<file path="src/rtl/zrun_pkg.sv">
package zrun_pkg;
  // Strobes from the control unit to the datapath
  typedef struct packed {
    logic acceptByte;  // an input byte is taken this cycle
    logic zeroFill;    // the taken byte is a marker: load a zero
  } zrunStrobe_t;
endpackage

</file>
<file path="src/rtl/zrun_datapath.sv">
module zrun_datapath
  import zrun_pkg::*;
#(
  parameter int DATA_W   = 8,
  parameter int NUM_MARK = 3,
  parameter int LONG_RUN = 8,
  localparam int CNT_W   = $clog2(LONG_RUN + 1)
) (
  input  logic                              clk,
  input  logic                              rst_n,
  input  logic                              cfgCompress,
  input  logic [NUM_MARK-1:0][DATA_W-1:0]   markers,
  input  logic [DATA_W-1:0]                 inData,
  input  zrunStrobe_t                       strobe,
  output logic [CNT_W-1:0]                  runLen,
  output logic [DATA_W-1:0]                 outData
);
  localparam logic [DATA_W-1:0] UNUSED_MARK = '1;

  logic [NUM_MARK-1:0] hit;

  // One comparator per marker slot; slot 0 holds the longest run
  for (genvar i = 0; i < NUM_MARK; i++) begin : g_match
    assign hit[i] = (markers[i] != UNUSED_MARK) && (inData == markers[i]);
  end

  // Walk from the shortest slot to the longest so the longest run wins
  always_comb begin
    runLen = '0;
    for (int i = NUM_MARK - 1; i >= 0; i--) begin
      if (cfgCompress && hit[i]) runLen = CNT_W'(LONG_RUN >> i);
    end
  end

  always_ff @(posedge clk) begin
    if (!rst_n) begin
      outData <= '0;
    end else if (strobe.acceptByte) begin
      outData <= strobe.zeroFill ? '0 : inData;
    end
  end
endmodule

</file>
<file path="src/rtl/zrun_ctrl.sv">
module zrun_ctrl
  import zrun_pkg::*;
#(
  parameter int LONG_RUN = 8,
  localparam int CNT_W   = $clog2(LONG_RUN + 1)
) (
  input  logic             clk,
  input  logic             rst_n,
  input  logic             inValid,
  input  logic             outReady,
  input  logic [CNT_W-1:0] runLen,
  output logic             inReady,
  output logic             outValid,
  output logic             runBusy,
  output zrunStrobe_t      strobe
);
  logic [CNT_W-1:0] runLeft;   // zeros still owed after the current output byte
  logic             outFree;
  logic             accept;

  assign runBusy = (runLeft != '0);
  assign outFree = !outValid || outReady;
  assign inReady = !runBusy && outFree;
  assign accept  = inValid && inReady;

  assign strobe.acceptByte = accept;
  assign strobe.zeroFill   = (runLen != '0);

  always_ff @(posedge clk) begin
    if (!rst_n) begin
      outValid <= 1'b0;
      runLeft  <= '0;
    end else if (accept) begin
      outValid <= 1'b1;
      runLeft  <= (runLen == '0) ? '0 : runLen - 1'b1;
    end else if (outValid && outReady) begin
      if (runBusy) runLeft <= runLeft - 1'b1;
      else         outValid <= 1'b0;
    end
  end
endmodule

</file>
<file path="src/rtl/zrun_expander.sv">
module zrun_expander
  import zrun_pkg::*;
#(
  parameter int DATA_W   = 8,
  parameter int LONG_RUN = 8,
  localparam int NUM_MARK = 3,
  localparam int CNT_W    = $clog2(LONG_RUN + 1)
) (
  input  logic              clk,
  input  logic              rst_n,
  input  logic              cfgCompress,
  input  logic [DATA_W-1:0] cfgMarkLong,
  input  logic [DATA_W-1:0] cfgMarkMid,
  input  logic [DATA_W-1:0] cfgMarkShort,
  input  logic              inValid,
  input  logic [DATA_W-1:0] inData,
  output logic              inReady,
  output logic              outValid,
  output logic [DATA_W-1:0] outData,
  input  logic              outReady
);
  zrunStrobe_t                     strobe;
  logic [CNT_W-1:0]                runLen;
  logic                            runBusy;
  logic [NUM_MARK-1:0][DATA_W-1:0] markers;

  assign markers = {cfgMarkShort, cfgMarkMid, cfgMarkLong};

  zrun_ctrl #(.LONG_RUN(LONG_RUN)) i_ctrl (
    .clk(clk), .rst_n(rst_n), .inValid(inValid), .outReady(outReady),
    .runLen(runLen), .inReady(inReady), .outValid(outValid),
    .runBusy(runBusy), .strobe(strobe)
  );

  zrun_datapath #(.DATA_W(DATA_W), .NUM_MARK(NUM_MARK), .LONG_RUN(LONG_RUN)) i_dp (
    .clk(clk), .rst_n(rst_n), .cfgCompress(cfgCompress), .markers(markers),
    .inData(inData), .strobe(strobe), .runLen(runLen), .outData(outData)
  );
endmodule

</file>
<file path="config.mk">
export PLATFORM = sky130hd
export DESIGN_NAME = zrun_expander
export DESIGN_NICKNAME = d
export VERILOG_FILES = /design/src/rtl/zrun_pkg.sv /design/src/rtl/zrun_datapath.sv /design/src/rtl/zrun_ctrl.sv /design/src/rtl/zrun_expander.sv
export SDC_FILE = /design/constraint.sdc
export NUM_CORES = 1
export LEC_CHECK = 0
export ABC_AREA = 1
export CORE_UTILIZATION = 25
export CTS_CLUSTER_SIZE = 40
export DETAILED_ROUTE_END_ITERATION = 8
export DONT_BUFFER_PORTS = 1
export GPL_TIMING_DRIVEN = 0
export SYNTH_ARGS = -nofsm -noshare
export SYNTH_HDL_FRONTEND = slang
export SYNTH_HIERARCHICAL = 1
export SYNTH_SLANG_ARGS = --single-unit
</file>
<file path="constraint.sdc">
create_clock -name clk -period 3.6 [get_ports clk]
set_input_delay 0.36 -clock clk [delete_from_list [all_inputs] [get_ports clk]]
set_output_delay 0.36 -clock clk [all_outputs]
set_load 0.05 [all_outputs]
</file>
==> flow_summary.ini, run 1 <==
[outcome]
status = finished, final reports clean

[timing]
final-max-slew-violation-count = 0
tightestPinTransition_ns = 0.620
fmax_mhz = 522
setup_viol = 0
hold_viol = 0
rsz0062_at_grt = no
whs_ns = 0.239
setup_tns_ns = 0
period_share_pct = 53.3
period_needed_ns = 1.92
post-route-worst-setup-slack_ns = 1.68
skew_ns = 0.00132
slew-limit-headroom_pct = 58.6

[die]
core_um2 = 4790
die_area_um2 = 5320
die_h_um = 72.9
io_pins = 47
die_w_um = 72.9
initial_core_util_pct = 26.3
rows = 25

[synth]
yosys.cell_types.count = 27
syn-num-nets = 261
synth_compound_area_share_pct = 12.5
seq_area_frac_synth_pct = 20.7
netlist.area_leader.share_pct = 26.0
syn_avg_cell_area_um2 = 5.66
syn_area_um2 = 1260
muxShareOfSynthArea_pct = 0
synth-simple-area-share_pct = 46.8
synth_top_family_by_area = simple AND/OR/NAND/NOR gates
synth.largest_area_cell = nand2_1
ys_ff_latch = 13
synth_xor_area_share_pct = 6.27
synthCells = 222
ys_top_cells_by_area = nand2_1 (26%), dfxtp_1 (21%), inv_1 (8.4%)
ys_warn_count = 6
yosys.area_share.adder_pct = 1.99

[cts]
post_cts.repair.setup_buffers = 0
clockBufferDepth = 2
cts_tree = yes
postCtsHoldBufs = 0
cts.sinks = 13
clk_pin_slew_ns = 0.06
clockRootBuffer = clkbuf_8
htree_levels = 1
clk_latency_ns = 0.25
cts_resized = 0
cts_buffers = 3

[global_routing]
grt_antenna_before_repair = 0
grt_max_degree = 11
grt_pass1_wl_um = 4940
track_usage_pct = 12.2
gr-total-overflow = 0
grt_pass1_vias = 1148

[routing]
drt_iter0_markers = 66
vias = 1253
ant_nets = 0
wire_per_inst_um = 10.6
routed_wl_um = 3120
dr.pass1.iters = 4
avgViaCountPerCell = 4.28
drc_errors = 0

[layout]
area_delta_synth_final_pct = 10.3
final_util_pct = 29.0
drive_above_1_share_pct = 10.6
final_area_um2 = 1390
layout.nets = 266
num_antenna_cells = 0

[power_and_ir_drop]
seq_power_share_pct = 39.6
powerDensity_nw_per_um2 = 736
peakVddDrop_mv = 0.265
p_clk_share_pct = 13.0
p_int_w = 0.000458
p_sw_share_pct = 55.2
combPwrFrac_pct = 47.4
power_leakage_nw = 0.719
p_switching_w = 0.000564

[place]
routabilityCongestion = 0.791
place_area_um2 = 1340
hpwl_um = 2490
pre_cts_slack_ns = 1.72
portBuffers = 0

[setup_path]
worst_setup_path_end_kind = primary output
critPathRequiredTime_ns = 3.24
startpoint_type = flop
crit_path_max_fanout = 5
arrival_ns = 1.56
worstSetupPathType = flop to primary output

[worst_hold_path]
min_path_type = input pin to flop

[flow_run]
cap_violations = 0
-- metal layers --
metal	wire length (um)	vias up	GRT usage (%)
met5	0	-	0
met4	22	0	5.88
met3	243	2	2.35
met2	1300	49	18.5
met1	1550	520	16.6
li1	-	682	-
-- final timing paths --
kind	cells past startpoint	endpoint	start	slack (ns)
hold reg to reg	2	i_ctrl/runLeft[1]	i_ctrl/runLeft[1]	0.54
hold / removal	2	i_ctrl/runLeft[0]	rst_n	0.24
setup reg to reg	7	i_dp/outData[5]	i_ctrl/outValid	1.78
setup / recovery	3	inReady	i_ctrl/outValid	1.68
-- synth_stat cells, drive strengths merged --
| cell | number |
|---|---|
| xnor2 | 6 |
| o21bai | 3 |
| nor2 | 31 |
| xor2 | 3 |
| and2 | 1 |
| nand2 | 88 |
| inv | 33 |
| nand4 | 2 |
| nor3 | 2 |
| o21ai | 14 |
| conb | 1 |
| nand3 | 6 |
| dfxtp | 13 |
| a21oi | 13 |
| buf | 3 |
| ha | 2 |
| nand3b | 1 |
-- critical path, stage by stage (launching register included) --
cell and delay (ns):
dfxtp_1 0.71, nand2_1 0.23, nand3_4 0.14, inv_1 0.22
-- state kept, by name, summed over array words and instances, names as in the netlist --
register	flops
i_ctrl/outValid	1
i_ctrl/runLeft	4
i_dp/outData	8
-- cells in the final DEF, fill, tap and decap left out --
master / count
nand2_1: 87
inv_1: 28
nor2_1: 27
a21oi_1: 13
dfxtp_1: 13
o21ai_0: 12
xnor2_1: 6
inv_2: 5
clkbuf_8: 3
nand3_2: 3
o21bai_1: 3
xor2_1: 3
nand3_1: 2
ha_1: 2
buf_4: 2
nor2_2: 2
o21ai_1: 2
nor3_2: 2
clkinv_2: 1
nor2_4: 1
nand3_4: 1
nor2_8: 1
nand4_2: 1
nand2_2: 1
nand3b_1: 1
nand4_1: 1
and2_1: 1
buf_2: 1
conb_1: 1
-- final cells by class --
class | instances | area (um^2)
multi-input combinational | 173 | 853
sequential | 13 | 260
fill | 550 | 3400
inverter | 33 | 124
clock inverter | 1 | 5.00
tap | 67 | 83.8
buffer | 3 | 20.0
clock buffer | 3 | 41.3
-- logic make-up after synthesis --
logic type,count (synthesis)
simple gates,131
compound gates,30
fa+ha+maj,2
xor+xnor,9
other cells,1
buf+inv,36
flops,13
-- per-stage QoR --
stage / total power [W] / instances
CTS: 0.00103 / 293
finish: 0.00102 / 293
global placement: 0.000876 / 289
global route: 0.00109 / 293
floorplan: 0.000810 / 222
detailed placement: 0.000881 / 289
-- power groups by stage --
stage          Combinational [W]  Clock, W  Sequential (W)
6_report                0.000484  0.000132        0.000405
5_1_grt                 0.000535  0.000143        0.000413
4_1_cts                 0.000484  0.000138        0.000406
3_5_place_dp            0.000472         0        0.000409
3_3_place_gp            0.000468         0        0.000408
2_1_floorplan           0.000416         0        0.000394
Note: power is estimated with default switching activity, not from simulation.
==> run 2, diff against run 1 <==
==> constraint.sdc (replaced) <==
create_clock -name clk -period 1.55 [get_ports clk]
set_input_delay 0.155 -clock clk [delete_from_list [all_inputs] [get_ports clk]]
set_output_delay 0.155 -clock clk [all_outputs]
set_load 0.05 [all_outputs]
==> flow_summary.ini, run 2 (synthesized netlist as in run 1, its figures left out) <==
[global_routing]
grt_max_degree = 11
track_usage_pct = 12.4
grt_pass1_wl_um = 5020
grt_pass1_vias = 1191
grt_antenna_before_repair = 0
gr-total-overflow = 0

[layout]
area_delta_synth_final_pct = 11.4
mostFrequentLayoutCell = nand2_1
layout.nets = 265
top_regs = i_dp/outData x8, i_ctrl/runLeft x4, i_ctrl/outValid x1
drive_above_1_share_pct = 12.4
num_antenna_cells = 0
final_util_pct = 29.3
largest_reg_flops = 8
final_cell_mix = nand2_1 (87), inv_1 (26), nor2_1 (26), a21oi_1 (13)
fillers = 547
top_register = i_dp/outData

[routing]
ant_nets = 0
avgViaCountPerCell = 4.26
wire_per_inst_um = 10.4
vias = 1243
routed_wl_um = 3040
dr.pass1.iters = 4
drc_errors = 0
drt_iter0_markers = 42

[setup_path]
crit_top_cell = inv_1
crit_path_max_fanout = 4
cpPeakStageDelay_ns = 0.34
startpoint_type = flop
regToRegStartpoint = i_ctrl/runLeft[1]
slowest_stage = inv_1
worst-path-buf-inv = 2
setup.worst_path.start = i_ctrl/runLeft[1]
worstSetupPathType = flop to primary output
worst_setup_path_end_kind = primary output
critPathRequiredTime_ns = 1.39
crit_path_cell_trace = inv_1 -> ha_4 -> nand3_4 -> inv_1
path_delay_family = buffers and inverters
arrival_ns = 1.34

[worst_hold_path]
hp-start = rst_n
min_path_type = input pin to flop

[cts]
cts.sinks = 13
htree_levels = 1
cts_tree = yes
cts_buffers = 3
clk_pin_slew_ns = 0.06
clockBufferDepth = 2
postCtsHoldBufs = 0
clk_latency_ns = 0.25
clockRootBuffer = clkbuf_8

[timing]
period_needed_ns = 1.50
post-route-worst-setup-slack_ns = 0.0530
skew_ns = 0.00141
whs_ns = 0.0356
setup_viol = 0
rsz0062_at_grt = no
tightestPinTransition_ns = 0.526
period_share_pct = 96.6
slew-limit-headroom_pct = 64.9
fmax_mhz = 668
final-max-slew-violation-count = 0
hold_viol = 0

[die]
rows = 25
die_area_um2 = 5320
io_pins = 47
core_um2 = 4790
die_h_um = 72.9
initial_core_util_pct = 26.3
die_w_um = 72.9

[place]
pre_cts_slack_ns = -0.0989
hpwl_um = 2440
portBuffers = 0
routabilityCongestion = 0.751

[power_and_ir_drop]
peakVddDrop_mv = 0.856
powerDensity_nw_per_um2 = 1720
power_leakage_nw = 0.715

[outcome]
status = finished, final reports clean

[flow_run]
cap_violations = 0
==> run 2: changes by cell type in the layout (fill, tap and decap cells not counted), sizes merged <==
cell	change
buf	-1
==> run 2: area by class of cell <==
class / instances / area [um^2] / area share [%]
buffer: 2 / 15.0 / 1.07
clock buffer: 3 / 41.3 / 2.95
clock inverter: 1 / 5.00 / 0.357
inverter: 33 / 124 / 8.84
multi-input combinational: 173 / 868 / 62.0
sequential: 13 / 264 / 18.8
tap: 67 / 83.8 / 5.98
==> run 2: worst reg2reg max path, cell delays in order (launching register included) <==
cell,delay (ns)
dfxtp_1,0.32
inv_1,0.13
ha_4,0.19
nand3_4,0.11
nor2_8,0.13
buf_4,0.20
o21ai_0,0.11
a21oi_1,0.13
==> run 2: path summary, 6_finish.rpt <==
check | slack (ns) | cells after the start | end
setup / recovery | 0.05 | 4 | inReady
hold / removal | 0.04 | 2 | i_ctrl/runLeft[0]
setup reg to reg | 0.16 | 7 | i_dp/outData[0]
hold reg to reg | 0.54 | 3 | i_ctrl/runLeft[0]
==> run 2: power by group <==
| part | internal [W] | leakage (nW) | switching, W | total (W) |
|---|---|---|---|---|
| logic | 0.000429 | 0.581 | 0.000717 | 0.00115 |
| registers | 0.000493 | 0.108 | 0.000458 | 0.000950 |
| clock network | 0.000178 | 0.0255 | 0.000134 | 0.000312 |
| total | 0.00110 | 0.715 | 0.00131 | 0.00241 |
==> run 2: what timing repair did <==
action | in CTS | in global routing
resized for setup | 4 | 2
buffers inserted | 0 | 0
endpoints found under the setup margin | 9 | 8
==> run 2: stage by stage <==
step                power, W  cells  area, um^2  TNS, ns
finish               0.00241    292        1400        0
global route         0.00260    292        1400        0
CTS                  0.00243    293        1400        0
detailed placement   0.00204    289        1340   -0.640
global placement     0.00204    289        1340   -0.419
floorplan            0.00188    222        1260        0
==> run 2: routing by layer <==
layer / share of wire, % / up-vias / track usage (%)
met5: 0 / - / 0
met2: 41 / 45 / 18.7
met4: 0.79 / 0 / 5.01
met3: 7.1 / 3 / 2.76
met1: 51 / 514 / 17.0
li1: - / 681 / -
==> run 3, diff against run 2 <==
--- a/config.mk
+++ b/config.mk
@@ -5,7 +5,6 @@
 export SDC_FILE = /design/constraint.sdc
 export NUM_CORES = 1
 export LEC_CHECK = 0
-export ABC_AREA = 1
 export CORE_UTILIZATION = 25
 export CTS_CLUSTER_SIZE = 40
 export DETAILED_ROUTE_END_ITERATION = 8
@@ -13,5 +12,4 @@
 export GPL_TIMING_DRIVEN = 0
 export SYNTH_ARGS = -nofsm -noshare
 export SYNTH_HDL_FRONTEND = slang
-export SYNTH_HIERARCHICAL = 1
 export SYNTH_SLANG_ARGS = --single-unit
==> flow_summary.ini, run 3 <==
[global_routing]
grt_pass1_vias = 946
grt_max_degree = 10
grt_antenna_before_repair = 0
track_usage_pct = 13.6
gr-total-overflow = 0
grt_pass1_wl_um = 4240

[cts]
cts_buffers = 3
clockRootBuffer = clkbuf_8
postCtsHoldBufs = 0
clk_latency_ns = 0.24
htree_levels = 1
cts_tree = yes
clk_pin_slew_ns = 0.06
cts.sinks = 13
clockBufferDepth = 2

[setup_path]
critical_path_depth = 6
regToRegStartpoint = i_ctrl.outValid
worst_setup_path_end_kind = flop
worst-path-buf-inv = 1
reg2reg_to = i_dp.outData[7]
rr_worst_depth = 6
crit_path_cell_trace = nor2b_4 -> nand3b_1 -> a31oi_4 -> and4bb_1 -> buf_6 -> a22o_1
setup.worst_path.start = i_ctrl.outValid
path_delay_family = simple AND/OR/NAND/NOR gates
crit_path_max_fanout = 8
arrival_ns = 1.86
crit_path_end = i_dp.outData[7]
slowest_stage = dfxtp_4
rrSetupSlack_ns = -0.18
critPathRequiredTime_ns = 1.68
startpoint_type = flop
cpPeakStageDelay_ns = 0.49
worstSetupPathType = flop to flop

[layout]
layout.nets = 157
mostFrequentLayoutCell = xnor2_1
fillers = 380
area_delta_synth_final_pct = 26.1
largest_reg_flops = 8
top_regs = i_dp.outData x8, i_ctrl.runLeft x4, i_ctrl.outValid x1
final_area_um2 = 1180
top_register = i_dp.outData
final_cell_mix = xnor2_1 (17), dfxtp_1 (10), nand4_1 (8), xor2_1 (8), a22o_1 (8)
num_antenna_cells = 0
final_util_pct = 34.0
drive_above_1_share_pct = 25.6

[die]
die_w_um = 63.1
io_pins = 47
die_h_um = 63.1
rows = 21
die_area_um2 = 3990
initial_core_util_pct = 26.9
core_um2 = 3470

[synth]
synthCells = 107
netlist.area_leader.share_pct = 27.8
syn_area_um2 = 935
synth_edf_count = 0
ys_warn_count = 0
synth.largest_area_cell = dfxtp_1
yosysMostFrequentCell = xnor2_1
ys_ff_latch = 13
yosys-top-cells-count = xnor2_1 (17), dfxtp_1 (13), a22o_1 (8), nand4_1 (8), xor2_1 (8)
ys_top_cells_by_area = dfxtp_1 (28%), xnor2_1 (16%), a22o_1 (7.5%)
seq_area_frac_synth_pct = 27.8
synthFlopType = dfxtp_1
yosys.cell_types.count = 34
syn-num-nets = 146
syn_avg_cell_area_um2 = 8.74
async_flop_share_pct = 0

[timing]
period_share_pct = 112
whs_ns = 0.0510
final-max-slew-violation-count = 0
period_needed_ns = 1.73
skew_ns = 0.00358
post-route-worst-setup-slack_ns = -0.179
slew-limit-headroom_pct = 63.7
hold_viol = 0
setup_viol = 11
tightestPinTransition_ns = 0.540
setup_tns_ns = -1.68
rsz0062_at_grt = yes
fmax_mhz = 578

[routing]
ant_nets = 0
drc_errors = 0
vias = 841
drt_iter0_markers = 18
dr.pass1.iters = 4
wire_per_inst_um = 16.0
avgViaCountPerCell = 5.16
routed_wl_um = 2610

[power_and_ir_drop]
peakVddDrop_mv = 0.492
power_leakage_nw = 0.431
powerDensity_nw_per_um2 = 1720

[flow_run]
cap_violations = 0

[outcome]
status = finished with violations
violations = setup timing

[place]
routabilityCongestion = 0.771
place_area_um2 = 1040
portBuffers = 0
hpwl_um = 2030

[worst_hold_path]
hp-start = inData[7]
min_path_type = input pin to flop
==> run 3: metrics by stage <==
stage          setup WS (ns)  instances  power, W
2_1_floorplan        0.00352        107   0.00137
3_3_place_gp          -0.158        153   0.00147
3_5_place_dp          -0.202        153   0.00150
4_1_cts               -0.200        159   0.00190
5_1_grt               -0.264        163   0.00214
6_report              -0.179        163   0.00202
==> run 3: logic make-up after synthesis <==
logic type	after synthesis	share of synthesized area (%)
simple gates	39	23.8
xor+xnor	25	23.4
buf+inv	6	4.15
compound gates	22	18.1
flops	13	27.8
fa+ha+maj	2	2.68
==> run 3: cell type report <==
type	count	area (um^2)	share of cell area [%]
multi-input combinational	88	713	60.5
sequential	13	269	22.8
tap	46	57.6	4.88
timing repair buffer	7	56.3	4.78
clock buffer	4	45.0	3.82
buffer	3	27.5	2.34
inverter	2	10.0	0.849
==> run 3: where the power goes <==
part / switching [W] / internal, W / total [W]
Clock: 0.000124 / 0.000181 / 0.000305
Sequential: 0.000306 / 0.000442 / 0.000748
Combinational: 0.000468 / 0.000502 / 0.000970
==> run 3: worst min-delay path by stage <==
stage | end | cells past startpoint
finish | i_dp.outData[7] | 1
global route | i_dp.outData[4] | 1
CTS | i_dp.outData[1] | 1
global placement | i_dp.outData[1] | 1
detailed placement | i_dp.outData[4] | 1
floorplan | i_dp.outData[0] | 1
==> run 3: timing repair <==
action | 4_1_cts | 5_1_grt
buffers inserted | 3 | 4
endpoints found under the setup margin | 12 | 13
cloned | 0 | 0
pin swaps | 12 | 11
gates resized for setup | 6 | 6
hold endpoints to repair | 0 | 0
==> run 3: layer usage <==
metal	vias up	GRT usage, %	wire (um)
met5	-	0	0
met4	0	1.74	0
met2	46	24.1	1240
li1	409	-	-
met1	386	15.4	1110
met3	0	5.80	252
